File: src/rtl/nic_regs_pkg.sv
package nic_regs_pkg;

  localparam int DataW = 16;

  // status word bit positions
  localparam int StErr   = 15;
  localparam int StRxInt = 10;
  localparam int StTxInt = 9;
  localparam int StIdone = 8;
  localparam int StIntr  = 7;
  localparam int StIen   = 6;
  localparam int StRxOn  = 5;
  localparam int StTxOn  = 4;
  localparam int StStop  = 2;
  localparam int StStart = 1;
  localparam int StInit  = 0;

  localparam logic [DataW-1:0] ClearMask = 16'h7f00;
  localparam logic [DataW-1:0] ErrMask   = 16'h7100;
  localparam logic [DataW-1:0] StopWord  = 16'h0004;

  // host word offsets
  localparam int OffData = 0;
  localparam int OffSel  = 1;

  typedef struct packed {
    logic wrStatus;
    logic wrPlain;
  } reg_strobe_t;

  typedef enum logic [1:0] {
    RD_ZERO = 2'd0,
    RD_DATA = 2'd1,
    RD_SEL  = 2'd2
  } rd_src_e;

endpackage

File: src/rtl/nic_regs_ctrl.sv
module nic_regs_ctrl
  import nic_regs_pkg::*;
#(
  parameter int NumRegs = 4,
  parameter int OffW    = 2,
  localparam int SelW   = $clog2(NumRegs)
) (
  input  logic             clk,
  input  logic             rstN,
  input  logic [OffW-1:0]  busOffset,
  input  logic             busWrEn,
  input  logic [DataW-1:0] busWrData,
  output reg_strobe_t      strobes,
  output logic [SelW-1:0]  selIdx,
  output rd_src_e          rdSrc
);

  logic isData;
  logic isSel;
  logic selOk;

  assign isData = (32'(busOffset) == OffData);
  assign isSel  = (32'(busOffset) == OffSel);
  assign selOk  = (32'(busWrData) < NumRegs);

  always_ff @(posedge clk) begin
    if (!rstN) begin
      selIdx <= '0;
    end else if (busWrEn && isSel && selOk) begin
      selIdx <= busWrData[SelW-1:0];
    end
  end

  always_comb begin
    strobes          = '0;
    strobes.wrStatus = busWrEn && isData && (selIdx == '0);
    strobes.wrPlain  = busWrEn && isData && (selIdx != '0);
  end

  always_comb begin
    if (isData)     rdSrc = RD_DATA;
    else if (isSel) rdSrc = RD_SEL;
    else            rdSrc = RD_ZERO;
  end

endmodule

File: src/rtl/nic_regs_dp.sv
module nic_regs_dp
  import nic_regs_pkg::*;
#(
  parameter int NumRegs = 4,
  localparam int SelW   = $clog2(NumRegs)
) (
  input  logic             clk,
  input  logic             rstN,
  input  reg_strobe_t      strobes,
  input  logic [SelW-1:0]  selIdx,
  input  rd_src_e          rdSrc,
  input  logic [DataW-1:0] wrData,
  input  logic             rxEvt,
  input  logic             txEvt,
  output logic [DataW-1:0] rdData,
  output logic [DataW-1:0] statusWord,
  output logic [DataW-1:0] plainOut [NumRegs]
);

  logic [DataW-1:0] statusReg;
  logic [DataW-1:0] statusAfterWr;
  logic [DataW-1:0] statusNext;
  logic [DataW-1:0] plainRegs [NumRegs];

  // write semantics of the status word
  always_comb begin
    statusAfterWr = statusReg;
    if (strobes.wrStatus) begin
      if (wrData[StStop]) begin
        statusAfterWr = StopWord;
      end else begin
        statusAfterWr          = statusReg & ~(wrData & ClearMask);
        statusAfterWr[StErr]   = |(statusAfterWr & ErrMask);
        statusAfterWr[StIntr]  = |statusAfterWr[14:8];
        statusAfterWr[StIen]   = wrData[StIen];
        if (wrData[StInit]) begin
          statusAfterWr[StInit]  = 1'b1;
          statusAfterWr[StIdone] = 1'b1;
          statusAfterWr[StStop]  = 1'b0;
        end else if (wrData[StStart]) begin
          statusAfterWr[StStart] = 1'b1;
          statusAfterWr[StRxOn]  = 1'b1;
          statusAfterWr[StTxOn]  = 1'b1;
          statusAfterWr[StStop]  = 1'b0;
        end
      end
    end
  end

  // ring-engine events land on top of any write
  always_comb begin
    statusNext = statusAfterWr;
    if (rxEvt) begin
      statusNext[StRxInt] = 1'b1;
      statusNext[StIntr]  = 1'b1;
    end
    if (txEvt) begin
      statusNext[StTxInt] = 1'b1;
      statusNext[StIntr]  = 1'b1;
    end
  end

  always_ff @(posedge clk) begin
    if (!rstN) statusReg <= StopWord;
    else       statusReg <= statusNext;
  end

  // plain storage registers, index 0 is the status word and stays unused here
  generate
    for (genvar gi = 0; gi < NumRegs; gi++) begin : g_plain
      if (gi == 0) begin : g_unused
        assign plainRegs[gi] = '0;
      end else begin : g_store
        always_ff @(posedge clk) begin
          if (!rstN) begin
            plainRegs[gi] <= '0;
          end else if (strobes.wrPlain && (32'(selIdx) == gi)) begin
            plainRegs[gi] <= wrData;
          end
        end
      end
    end
  endgenerate

  always_comb begin
    case (rdSrc)
      RD_DATA: rdData = (selIdx == '0) ? statusReg : plainRegs[selIdx];
      RD_SEL:  rdData = {{(DataW-SelW){1'b0}}, selIdx};
      default: rdData = '0;
    endcase
  end

  assign statusWord = statusReg;
  assign plainOut   = plainRegs;

endmodule

File: src/rtl/nic_regs.sv
module nic_regs
  import nic_regs_pkg::*;
#(
  parameter int NumRegs = 4,
  parameter int OffW    = 2,
  parameter int CfgW    = 3,
  localparam int SelW   = $clog2(NumRegs)
) (
  input  logic             clk,
  input  logic             rstN,
  input  logic [OffW-1:0]  busOffset,
  input  logic             busWrEn,
  input  logic [DataW-1:0] busWrData,
  output logic [DataW-1:0] busRdData,
  input  logic             rxDoneEvt,
  input  logic             txDoneEvt,
  output logic             irqOut,
  output logic             initCmd,
  output logic             startCmd,
  output logic             stopCmd,
  output logic [31:0]      initPtr,
  output logic [CfgW-1:0]  busCfg
);

  reg_strobe_t      strobes;
  rd_src_e          rdSrc;
  logic [SelW-1:0]  selIdx;
  logic [DataW-1:0] statusWord;
  logic [DataW-1:0] plainOut [NumRegs];

  nic_regs_ctrl #(.NumRegs(NumRegs), .OffW(OffW)) ctrl_i (
    .clk       (clk),
    .rstN      (rstN),
    .busOffset (busOffset),
    .busWrEn   (busWrEn),
    .busWrData (busWrData),
    .strobes   (strobes),
    .selIdx    (selIdx),
    .rdSrc     (rdSrc)
  );

  nic_regs_dp #(.NumRegs(NumRegs)) dp_i (
    .clk        (clk),
    .rstN       (rstN),
    .strobes    (strobes),
    .selIdx     (selIdx),
    .rdSrc      (rdSrc),
    .wrData     (busWrData),
    .rxEvt      (rxDoneEvt),
    .txEvt      (txDoneEvt),
    .rdData     (busRdData),
    .statusWord (statusWord),
    .plainOut   (plainOut)
  );

  assign irqOut   = statusWord[StIntr] & statusWord[StIen];
  assign initCmd  = statusWord[StInit];
  assign startCmd = statusWord[StStart];
  assign stopCmd  = statusWord[StStop];
  assign initPtr  = {plainOut[2], plainOut[1]};
  assign busCfg   = plainOut[3][CfgW-1:0];

endmodule

File: config.mk
export PLATFORM = sky130hd
export DESIGN_NAME = nic_regs
export DESIGN_NICKNAME = d
export VERILOG_FILES = /design/src/rtl/nic_regs_pkg.sv /design/src/rtl/nic_regs_ctrl.sv /design/src/rtl/nic_regs_dp.sv /design/src/rtl/nic_regs.sv
export SDC_FILE = /design/constraint.sdc
export NUM_CORES = 1
export LEC_CHECK = 0
export BUFFER_PORTS_ARGS = -buffer_cell sky130_fd_sc_hd__buf_2
export CAP_MARGIN = 10
export CELL_PAD_IN_SITES_DETAIL_PLACEMENT = 1
export CELL_PAD_IN_SITES_GLOBAL_PLACEMENT = 1
export CORE_UTILIZATION = 44
export DETAILED_ROUTE_END_ITERATION = 8
export PLACE_DENSITY = 0.82
export SLEW_MARGIN = 20
export SYNTH_ARGS = -nofsm -noshare
export SYNTH_HDL_FRONTEND = slang
export SYNTH_SLANG_ARGS = --single-unit
File: constraint.sdc
create_clock -name clk -period 3.6 [get_ports clk]
set_clock_uncertainty 0.1 [all_clocks]
set_input_delay 0.36 -clock clk [delete_from_list [all_inputs] [get_ports clk]]
set_output_delay 0.36 -clock clk [all_outputs]
set_load 0.03 [all_outputs]
==> impl_metrics.csv <==
group,metric,value,unit
power_and_ir_drop,peakVddDrop,0.219,mV
setup_path,reg2reg_from,"ctrl_i.selIdx[1]$_SDFFE_PN0P_",
sta,rsz0062_at_grt,"false",
floorplanning,rows,31,
sta,finalHoldViolCount,0,
sta,finalSetupTns,0,ns
synthesis,synth_fp_nets,374,
routing,drtIter0Drc,122,
setup_path,path_class,"register to output port",
finish,final_common_cell,"buf_2",
clock_tree,clk_path_buf_depth,2,
place,hpwlAfterDp,6020,um
routing,viasPerCell,5.34,
power_and_ir_drop,p_per_area,383,nW/um2
setup_path,critPathArrivalTime,2.34,ns
global_routing,grt_pass1_wl,13800,um
sta,fin_crit_sh,77.7,%
floorplanning,die_w,89.6,um
routing,drtAntennaViolNets,0,
hold_path,min-delay-start,"txDoneEvt",
hold_path,hold_path_class,"input pin to register",
finish,final_cell_mix,"buf_2 (77), dfxtp_1 (66), nor2_1 (42), nand2_1 (39), mux2i_1 (36)",
global_routing,grt_use_total,23.5,%
place,port_buffers,77,
routing,wl_per_cell,18.0,um
clock_tree,numCtsBuffers,9,
finish,fillers,861,
setup_path,crit_fanout,16,
synthesis,syn_area,3380,um2
synthesis,ys_seq_area_share,39.1,%
setup_path,start_kind,"register",
synthesis,ys_types,44,
setup_path,reg2reg_depth,4,
floorplanning,die_area,8030,um2
routing,via_count,2602,
synthesis,synthCells,351,
routing,first_pass_iters,4,
clock_tree,cts_tree,"built",
finish,antennaDiodeCount,0,
global_routing,antenna_found_initial,0,
global_routing,grt_max_degree,56,
synthesis,synth_seq_cells,66,
clock_tree,cts_resized,0,
routing,met3WireLength,311,um
routing,wl_met2,4440,um
routing,top_layer,"met4",
sta,relSlewSlack,32.9,%
clock_tree,cts_hold_buf,0,
floorplanning,core-area,7330,um2
sta,fmax,358,MHz
sta,worstMarginPinSlew,1.01,ns
synthesis,syn_area_per_cell,9.62,um2
clock_tree,clk_pin_slew,0.07,ns
hold_path,hold_path_depth,3,
sta,finalWorstSetupSlack,0.804,ns
status,run_status,"complete, no violations",
floorplanning,start_util,46.1,%
place,gp_congestion,0.753,
routing,wl,8780,um
routing,wl_met1,3790,um
floorplanning,die_h,89.6,um
run,maxCapViolCount,0,
power_and_ir_drop,p_leak,1.76,nW
synthesis,synth_warnings,0,
place,place_ws,1.02,ns
clock_tree,root_buffer,"clkbuf_8",
finish,final_nets,406,
clock_tree,htree_levels,3,
setup_path,critPathCaptureType,"output port",
floorplanning,io-pin-count,78,
sta,setup_viol,0,
routing,drcViolationCount,0,
sta,slew_violations,0,
clock_tree,clock-sinks,66,
setup_path,cp_data_required_time,3.14,ns
setup_path,cp-startpoint,"ctrl_i.selIdx[1]$_SDFFE_PN0P_",
clock_tree,clk_latency,0.34,ns
sta,fin_crit,2.80,ns
clock_tree,post_cts_buffers,0,
global_routing,grt_pass1_vias,2686,
finish,syn_to_final_growth,8.00,%
finish,drive_above_1_share,30.9,%
global_routing,grt.overflow.total,0,
critical path, cell delays in order (launching register included):
cell     delay, ns
dfxtp_1       0.99
buf_4         0.34
mux4_2        0.32
and2_1        0.19
buf_2         0.18
final timing paths:
path / to / slack (ns)
max: busRdData[6] / 0.80
min: dp_i.statusWord[9]$_SDFFE_PN0P_ / 0.19
max reg2reg: dp_i.plainOut[35]$_SDFFE_PN0P_ / 1.29
min reg2reg: dp_i.plainOut[32]$_SDFFE_PN0P_ / 0.37
cell type report:
type                            instances  area [um2]  area share, %
Clock inverter                          2        10.0          0.274
Inverter                                9        33.8          0.926
Clock buffer                           14         173           4.73
Tap cell                               99         124           3.40
Multi-Input combinational cell        217        1580           43.3
Timing Repair Buffer                   80         408           11.2
Sequential cell                        66        1320           36.2
kinds of logic after synthesis:
logic type | after synthesis | share of synthesized area [%]
flip-flops | 66 | 39.1
buffers and inverters | 68 | 14.1
AO/OA/AOI/OAI | 43 | 7.44
AND/OR/NAND/NOR | 123 | 19.0
multiplexers | 51 | 20.3
registers in the layout, indices dropped and copies added (netlist names):
name	count
dp_i.statusWord	16
dp_i.plainOut	48
ctrl_i.selIdx	2
through the flow:
stage / instance area [um2] / util (%) / hold slack [ns] / power [mW] / cells
finish: 3650 / 49.8 / 0.189 / 1.40 / 487
global route: 3650 / 49.8 / 0.195 / 1.45 / 487
CTS: 3650 / 49.8 / 0.178 / 1.41 / 487
detailed placement: 3470 / 47.3 / 0.361 / 0.841 / 471
global placement: 3470 / 47.3 / 0.346 / 0.839 / 471
floorplan: 3380 / - / 0.325 / 0.802 / 351
where the power goes:
part	total [mW]	switching, mW	internal [mW]
Clock	0.574	0.269	0.305
Sequential	0.738	0.00387	0.734
Combinational	0.0866	0.0600	0.0266
routing by layer:
| metal | GRT usage (%) | vias to the layer above |
|---|---|---|
| li1 | - | 1225 |
| met1 | 29.9 | 1289 |
| met2 | 40.2 | 71 |
| met3 | 3.20 | 17 |
| met4 | 10.1 | 0 |
| met5 | 0 | - |
synthesized netlist by cell type, drive strengths merged:
cell,instances,area (um2)
dfxtp,66,1320
a22oi,2,15.0
a41oi,1,8.76
nor3,2,15.0
buf,49,405
nand3,1,10.0
nor4,2,12.5
nor4b,1,8.76
and2,17,106
nor2,44,175
clkbuf,10,38.8
o21ai,10,50.0
nand4b,2,38.8
nand2b,2,12.5
a21oi,23,126
mux4,14,315
nand3b,2,15.0
or4,1,7.51
o21a,3,22.5
and4b,1,10.0
a21o,1,7.51
inv,9,33.8
nand4,2,27.5
nand2,39,146
mux2i,36,360
nor3b,1,12.5
o221ai,1,8.76
or3,1,6.26
o22ai,2,12.5
and3,5,36.3
mux2,1,11.3
Note: power is estimated with default switching activity, not from simulation.
